**config.mk**
```make
export PLATFORM = sky130hd
export DESIGN_NAME = reg_mirror_file
export DESIGN_NICKNAME = d
export VERILOG_FILES = /design/src/rtl/rf_pkg.sv /design/src/rtl/rf_bank.sv /design/src/rtl/rf_fwd.sv /design/src/rtl/reg_mirror_file.sv
export SDC_FILE = /design/constraint.sdc
export NUM_CORES = 1
export LEC_CHECK = 0
export BUFFER_PORTS_ARGS = -buffer_cell sky130_fd_sc_hd__buf_4
export CAP_MARGIN = 25
export CORE_UTILIZATION = 62
export DETAILED_ROUTE_END_ITERATION = 10
export GPL_TIMING_DRIVEN = 0
export HOLD_SLACK_MARGIN = 0.12
export PLACE_DENSITY = 0.83
export SYNTH_ARGS = -nofsm -noshare
export SYNTH_HDL_FRONTEND = slang
export SYNTH_SLANG_ARGS = --single-unit
```
**constraint.sdc**
```tcl
create_clock -name clk -period 2.8 [get_ports clk]
set_input_delay 0 -clock clk [delete_from_list [all_inputs] [get_ports clk]]
set_output_delay 0 -clock clk [all_outputs]
set_load 0.01 [all_outputs]
```
**src/rtl/rf_pkg.sv**
```systemverilog
package rf_pkg;
    // number of mirrored storage copies, one per source operand port
    localparam int NCOPY = 2;

    typedef enum logic [0:0] {
        SRC_A = 1'b0,
        SRC_B = 1'b1
    } src_sel_e;
endpackage

```
**src/rtl/rf_bank.sv**
```systemverilog
module rf_bank #(
    parameter int DW   = 16,
    parameter int NREG = 16,
    parameter int AW   = $clog2(NREG)
) (
    input  logic          clk,
    input  logic          rst,
    input  logic          we,
    input  logic [AW-1:0] waddr,
    input  logic [DW-1:0] wdata,
    input  logic [AW-1:0] raddr,
    output logic [DW-1:0] rdata
);
    logic [DW-1:0] mem [NREG];

    always_ff @(posedge clk) begin
        if (we) mem[waddr] <= wdata;
    end

    always_ff @(posedge clk) begin
        if (rst) rdata <= '0;
        else     rdata <= mem[raddr];
    end

    // with no writes for two cycles and a steady address, the read output holds
    rd_hold_chk: assert property (@(posedge clk) disable iff (rst)
        (!we && !$past(we) && raddr == $past(raddr) && !$past(rst)) |=> $stable(rdata));
endmodule

```
**src/rtl/rf_fwd.sv**
```systemverilog
module rf_fwd #(
    parameter int DW = 16,
    parameter int AW = 4
) (
    input  logic          clk,
    input  logic          rst,
    input  logic          we,
    input  logic [AW-1:0] waddr,
    input  logic [DW-1:0] wdata,
    input  logic [AW-1:0] raddr,
    input  logic [DW-1:0] bank_q,
    output logic [DW-1:0] dout
);
    logic          hit_q;
    logic [DW-1:0] byp_q;

    always_ff @(posedge clk) begin
        if (rst) begin
            hit_q <= 1'b0;
            byp_q <= '0;
        end else begin
            hit_q <= we && (waddr == raddr);
            byp_q <= wdata;
        end
    end

    always_comb dout = hit_q ? byp_q : bank_q;

    // a same-cycle write to the read address is returned next cycle
    wr_first_chk: assert property (@(posedge clk) disable iff (rst)
        (we && waddr == raddr) |=> (dout == $past(wdata)));

    // reset leaves the read output at zero
    rst_zero_chk: assert property (@(posedge clk)
        $past(rst) |-> (dout == '0));
endmodule

```
**src/rtl/reg_mirror_file.sv**
```systemverilog
module reg_mirror_file
    import rf_pkg::*;
#(
    parameter int DW   = 16,
    parameter int NREG = 16,
    localparam int AW  = $clog2(NREG)
) (
    input  logic          clk,
    input  logic          rst,
    input  logic          wr_en,
    input  logic [AW-1:0] wr_addr,
    input  logic [DW-1:0] wr_data,
    input  logic [AW-1:0] rd_a_addr,
    output logic [DW-1:0] rd_a_data,
    input  logic [AW-1:0] rd_b_addr,
    output logic [DW-1:0] rd_b_data
);
    logic [AW-1:0] raddr_v [NCOPY];
    logic [DW-1:0] bankq_v [NCOPY];
    logic [DW-1:0] dout_v  [NCOPY];

    always_comb begin
        raddr_v[SRC_A] = rd_a_addr;
        raddr_v[SRC_B] = rd_b_addr;
    end

    // one write port fans out to every copy with a single shared enable
    for (genvar g = 0; g < NCOPY; g++) begin : g_copy
        rf_bank #(.DW(DW), .NREG(NREG), .AW(AW)) u_bank (
            .clk   (clk),
            .rst   (rst),
            .we    (wr_en),
            .waddr (wr_addr),
            .wdata (wr_data),
            .raddr (raddr_v[g]),
            .rdata (bankq_v[g])
        );

        rf_fwd #(.DW(DW), .AW(AW)) u_fwd (
            .clk    (clk),
            .rst    (rst),
            .we     (wr_en),
            .waddr  (wr_addr),
            .wdata  (wr_data),
            .raddr  (raddr_v[g]),
            .bank_q (bankq_v[g]),
            .dout   (dout_v[g])
        );
    end

    assign rd_a_data = dout_v[SRC_A];
    assign rd_b_data = dout_v[SRC_B];


    mirror_match_chk: assert property (@(posedge clk) disable iff (rst)
        (rd_a_addr == rd_b_addr) |=> (rd_a_data == rd_b_data));


    no_write_hold_chk: assert property (@(posedge clk) disable iff (rst)
        (!wr_en && !$past(wr_en) && !$past(rst) && rd_a_addr == $past(rd_a_addr))
        |=> $stable(rd_a_data));
endmodule

```
# Word-level counts from Yosys, hierarchy flattened
# Memory sizes are Yosys's and may differ from the RTL's. A register that Yosys moved wholly into a read port is not among the register bits.
# Index checks and enable logic that the tools add are counted.
[classes]
eq_ne = 2
mux = 4
n_reduce_logical = 2
[ops]
columns = ["cell", "count"]
rows = [
  ["two-way mux 16 bit", 2],
  ["== test 4 bit", 2],
  ["logical AND 1 bit", 2],
  ["two-way mux 1 bit", 2],
]
[word_totals]
regBits = 18
ram_bits = 512
output_inout_bits = 32
memories = 2
[mem_list]
columns = ["memory", "depth", "width", "read_ports", "rd_ports_with_merged_regs", "write_ports", "line", "source"]
rows = [
  ["g_copy[0].u_bank.mem", 16, 16, 1, 1, 1, "rf_bank.sv:14", "logic [DW-1:0] mem [NREG];"],
  ["g_copy[1].u_bank.mem", 16, 16, 1, 1, 1, "rf_bank.sv:14", ""],
]

# Logic depth before layout (Yosys ltp)
[depth]
depth_word = 2
ltp_mapped = 7
ltp_nobuf = 4

# Cells and area by module
# A second synthesis with hierarchy kept.
[unflattened]
hier_cells = 1200
area_unflattened_um2 = 22341.4
[by_module_without_submodules]
columns = ["mod", "n_inst", "cells_each", "area_per_inst_um2", "seq_area_each_um2"]
rows = [
  ["rf_bank", 2, 539, 10418.7, 8007.7],
  ["rf_fwd", 2, 61, 752.0, 340.3],
]

# Worst setup path after synthesis
# No wires, ideal clock.
[synth_path]
path_type = "in2reg"
start = "in wr_addr[3]"
end = "mem g_copy[1].u_bank.mem[0][0], enable pin"
arrival_time_ns = 1.647
required_time_ns = 2.391
slack_ns = 0.744
cell_stages = 2
n_path_buf = 0
cell_sequence = "or3b_2 -> nor3_1"
[synth_lines]
columns = ["element", "line", "source"]
rows = [
  ["start, declared", "reg_mirror_file.sv:11", "input logic [AW-1:0] wr_addr,"],
  ["end, declared", "rf_bank.sv:14", ""],
]
# Straight into the memory's write port.

# Worst setup path in the final report
[layout_path]
start = "reg g_copy[0].u_fwd.hit_q"
end = "out rd_a_data[6]"
[layout_between]
elab_chain_cells = 1
[layout_lines]
columns = ["element", "line", "source"]
rows = [
  ["start, declared", "rf_fwd.sv:14", "logic hit_q;"],
  ["start signal, assigned", "rf_fwd.sv:22", "hit_q <= we && (waddr == raddr);"],
  ["two-way mux 16 bit", "rf_fwd.sv:27", "always_comb dout = hit_q ? byp_q : bank_q;"],
  ["end, declared", "reg_mirror_file.sv:14", "output logic [DW-1:0] rd_a_data,"],
]
# Every way passes these cells.

==> impl_metrics.csv <==
group,metric,value,unit
status,outcome,"finished clean",
hold_path,min-delay-start,"rd_a_addr[2]",
setup_path,critPathKind,"reg2out",
synth,ys_warn_count,0,
synth,synth_nets,883,
detailed_routing,viasPerCell,7.06,
place,place_congestion,0.923,
grt,grt_max_degree,18,
synth,async_reset_ff_share,0,%
setup_path,worstPathRequired,2800,ps
timing,hold_viol,0,
timing,fin_crit_sh,97.5,%
setup_path,path_cells,"clkbuf_1, buf_1, mux2_2, buf_4",
clocking,cts_buffer_depth,3,
power,total_power,10100,uW
detailed_routing,drt_pass1_iterations,8,
synth,synthCells,852,
clocking,cts_tree,"built",
synth,synth_seq_area_share,63.0,%
die,ios,63,
clocking,cts_buffers,31,
setup_path,crit_path_end_kind,"primary output",
synth,syn_area_per_cell,16.2,sq um
place,io_buffers,57,
timing,fin_crit,2730,ps
die,dieArea,0.0228,sq mm
timing,finalMaxSlewViolations,0,
power,p_leak,0.00590,uW
clocking,cts_num_sinks,306,
clocking,root_buffer,"clkbuf_16",
setup_path,ff2ff_path_depth,4,
synth,synth_flop_cell,"edfxtp_1",
hold_path,worstHoldPathType,"in2reg",
timing,relSlewSlack,35.3,%
final_layout,layout_commonest_cell,"edfxtp_1",
die,coreArea,0.0218,sq mm
timing,max_freq,366,MHz
die,num_rows,54,
synth,synth.distinct_cells,37,
timing,setup_viol,0,
detailed_routing,wirelength,39300,um
grt,grt-ovfl-total,0,
detailed_routing,drtAntennaViolNets,0,
detailed_routing,vias,9135,
synth,synth_top_area_cell,"edfxtp_1",
run,maxCapViolations,0,
synth,syn_area,0.0138,sq mm
final_layout,instances_no_fill,1293,
grt,antenna_found_initial,1,
synth,synth_top_area_share,55.8,%
hold_path,min_path_cells,4,
place,dpl.cell_count,1206,
synth,yosys_register_bits,306,
clocking,insertion_delay,560,ps
final_layout,mostFrequentLayoutCells,"edfxtp_1 (256), mux2i_1 (157), buf_4 (71)",
place,dpl.hpwl,26000,um
hold_path,min_to,"g_copy[0].u_bank.rdata[14]$_SDFF_PP0_",
setup_path,path_delay_family,"buffers and inverters",
clocking,cts_setup_buffers,0,
grt,grt_pass1_wl,56700,um
synth,synth_edf_count,256,
grt,grt_pass1_vias,8984,
final_layout,area_growth,16.9,%
grt,grtUsageTotal,35.6,%
die,die_h,151,um
detailed_routing,avgRoutedWirePerCell,30.4,um
clocking,h-tree-depth,1,
timing,max_slew.worst_pin.slew,971,ps
detailed_routing,drc,0,
power,power_density,624,mW/mm^2
setup_path,start_kind,"flop",
setup_path,cpPeakStageDelay,740,ps
synth,synth_area_leaders,"edfxtp_1 (56%), mux2i_1 (11%), mux4_2 (7.4%)",
final_layout,seq_area,0.00869,sq mm
power,vdd_drop_max,535,uV
setup_path,ff2ff_setup_slack,960,ps
setup_path,path_buf_inv,3,
setup_path,timing.critical_path.slowest_stage_cell,"buf_1",
final_layout,layout.nets,1019,
die,start_util,63.2,%
die,die_w,151,um
setup_path,cp_max_fo,10,
setup_path,r2r-end,"g_copy[1].u_bank.rdata[3]$_SDFF_PP0_",
timing,rsz0062_at_grt,"no",
setup_path,regToRegStartpoint,"g_copy[1].u_bank.mem[7][3]$_DFFE_PP_",
detailed_routing,initialDrtViolationCount,1213,
timing,skew,9.84,ps
final_layout,fillerInstances,1317,
final_layout,multiInputGateArea,0.00473,sq mm
setup_path,cp_data_arrival_time,2730,ps
clocking,path_clk_slew,60,ps
final_layout,drive_above_1_share,27.1,%
-- stage by stage --
| stage | worst slack [ps] | util [%] | cell area [sq um] | hold slack [ps] | setup TNS [ps] |
|---|---|---|---|---|---|
| final | 70.5 | 73.8 | 16100 | 145 | 0 |
| after global routing | 13.0 | 73.8 | 16100 | 149 | 0 |
| after CTS | 97.6 | 73.8 | 16100 | 135 | 0 |
| after detailed placement | 657 | 68.2 | 14900 | 327 | 0 |
| after global placement | -578 | 66.7 | 14600 | 313 | -20620 |
| after floorplan | 744 | - | 13800 | 98.9 | 0 |
-- how the worst max path moves through the flow --
stage	start	endpoint	depth (start not counted)
6_report	g_copy[0].u_fwd.hit_q$_SDFF_PP0_	rd_a_data[6]	4
3_5_place_dp	rd_a_addr[1]	g_copy[0].u_bank.rdata[11]$_SDFF_PP0_	6
4_1_cts	g_copy[0].u_fwd.hit_q$_SDFF_PP0_	rd_a_data[10]	4
5_1_grt	g_copy[0].u_fwd.hit_q$_SDFF_PP0_	rd_a_data[10]	4
3_3_place_gp	wr_addr[3]	g_copy[1].u_bank.mem[0][11]$_DFFE_PP_	3
2_1_floorplan	wr_addr[3]	g_copy[1].u_bank.mem[0][0]$_DFFE_PP_	2
-- registers in the layout, summed over array words and instances (netlist names) --
register and flops:
g_copy.u_bank.mem 256, g_copy.u_bank.rdata 32, g_copy.u_fwd.byp_q 16, g_copy.u_fwd.hit_q 2
-- per-layer routing --
metal / wire [um] / global-route usage [%] / part of all wire (%) / vias up
met4: 1740 / 15.0 / 4.4 / 2
met5: 17 / 0 / 0.043 / -
met1: 14200 / 47.6 / 36 / 4561
li1: - / - / - / 3677
met2: 18600 / 56.6 / 47 / 738
met3: 4750 / 7.92 / 12 / 157
-- worst reg2reg max path: cells and delay by family (launching register included) --
kind,cells,cell delay [ps]
AO/OA/AOI/OAI,1,90
buffers and inverters,1,580
flip-flops,1,400
multiplexers,2,630
-- Yosys cell counts, types with 2 or more instances --
cell	number
o22ai_1	23
nor2b_1	28
nand2_1	26
nand2b_1	6
dfxtp_1	50
buf_6	7
edfxtp_1	256
buf_4	14
buf_12	2
o21ai_0	7
mux4_2	45
mux2i_1	157
o32ai_1	7
mux4_1	5
xnor2_1	6
nor2_1	15
buf_2	17
nand3b_1	2
mux2_2	51
and2_1	2
nor3_1	7
clkbuf_1	16
nand3_1	13
buf_1	6
o21ai_1	3
xor2_1	2
or2_2	2
a22oi_1	68
-- where the power goes --
part	internal, uW	switching, uW
clock	2200	1680
sequential	5070	52.8
combinational	450	603
total	7710	2340
-- cell type report --
cell class                      count  area share [%]
Antenna cell                        1          0.0155
Buffer                             64            2.57
Clock buffer                       42            5.26
Clock inverter                     15           0.606
Multi-Input combinational cell    482            29.4
Sequential cell                   306            53.9
Tap cell                          280            2.17
Timing Repair Buffer              103            6.08
-- timing repair --
| action | in CTS | in global routing |
|---|---|---|
| hold buffers | 29 | 0 |
| endpoints found under the hold margin | 312 | 0 |
| resized for setup | 0 | 0 |
-- logic make-up after synthesis --
group           count (synthesis)  share of synthesized area [%]
mux                           258                           23.9
buf+inv                        64                           3.00
flops                         306                           63.0
xor+xnor                        8                          0.508
simple gates                  107                           3.98
compound gates                109                           5.61
Power figures use the tool's default switching activity.
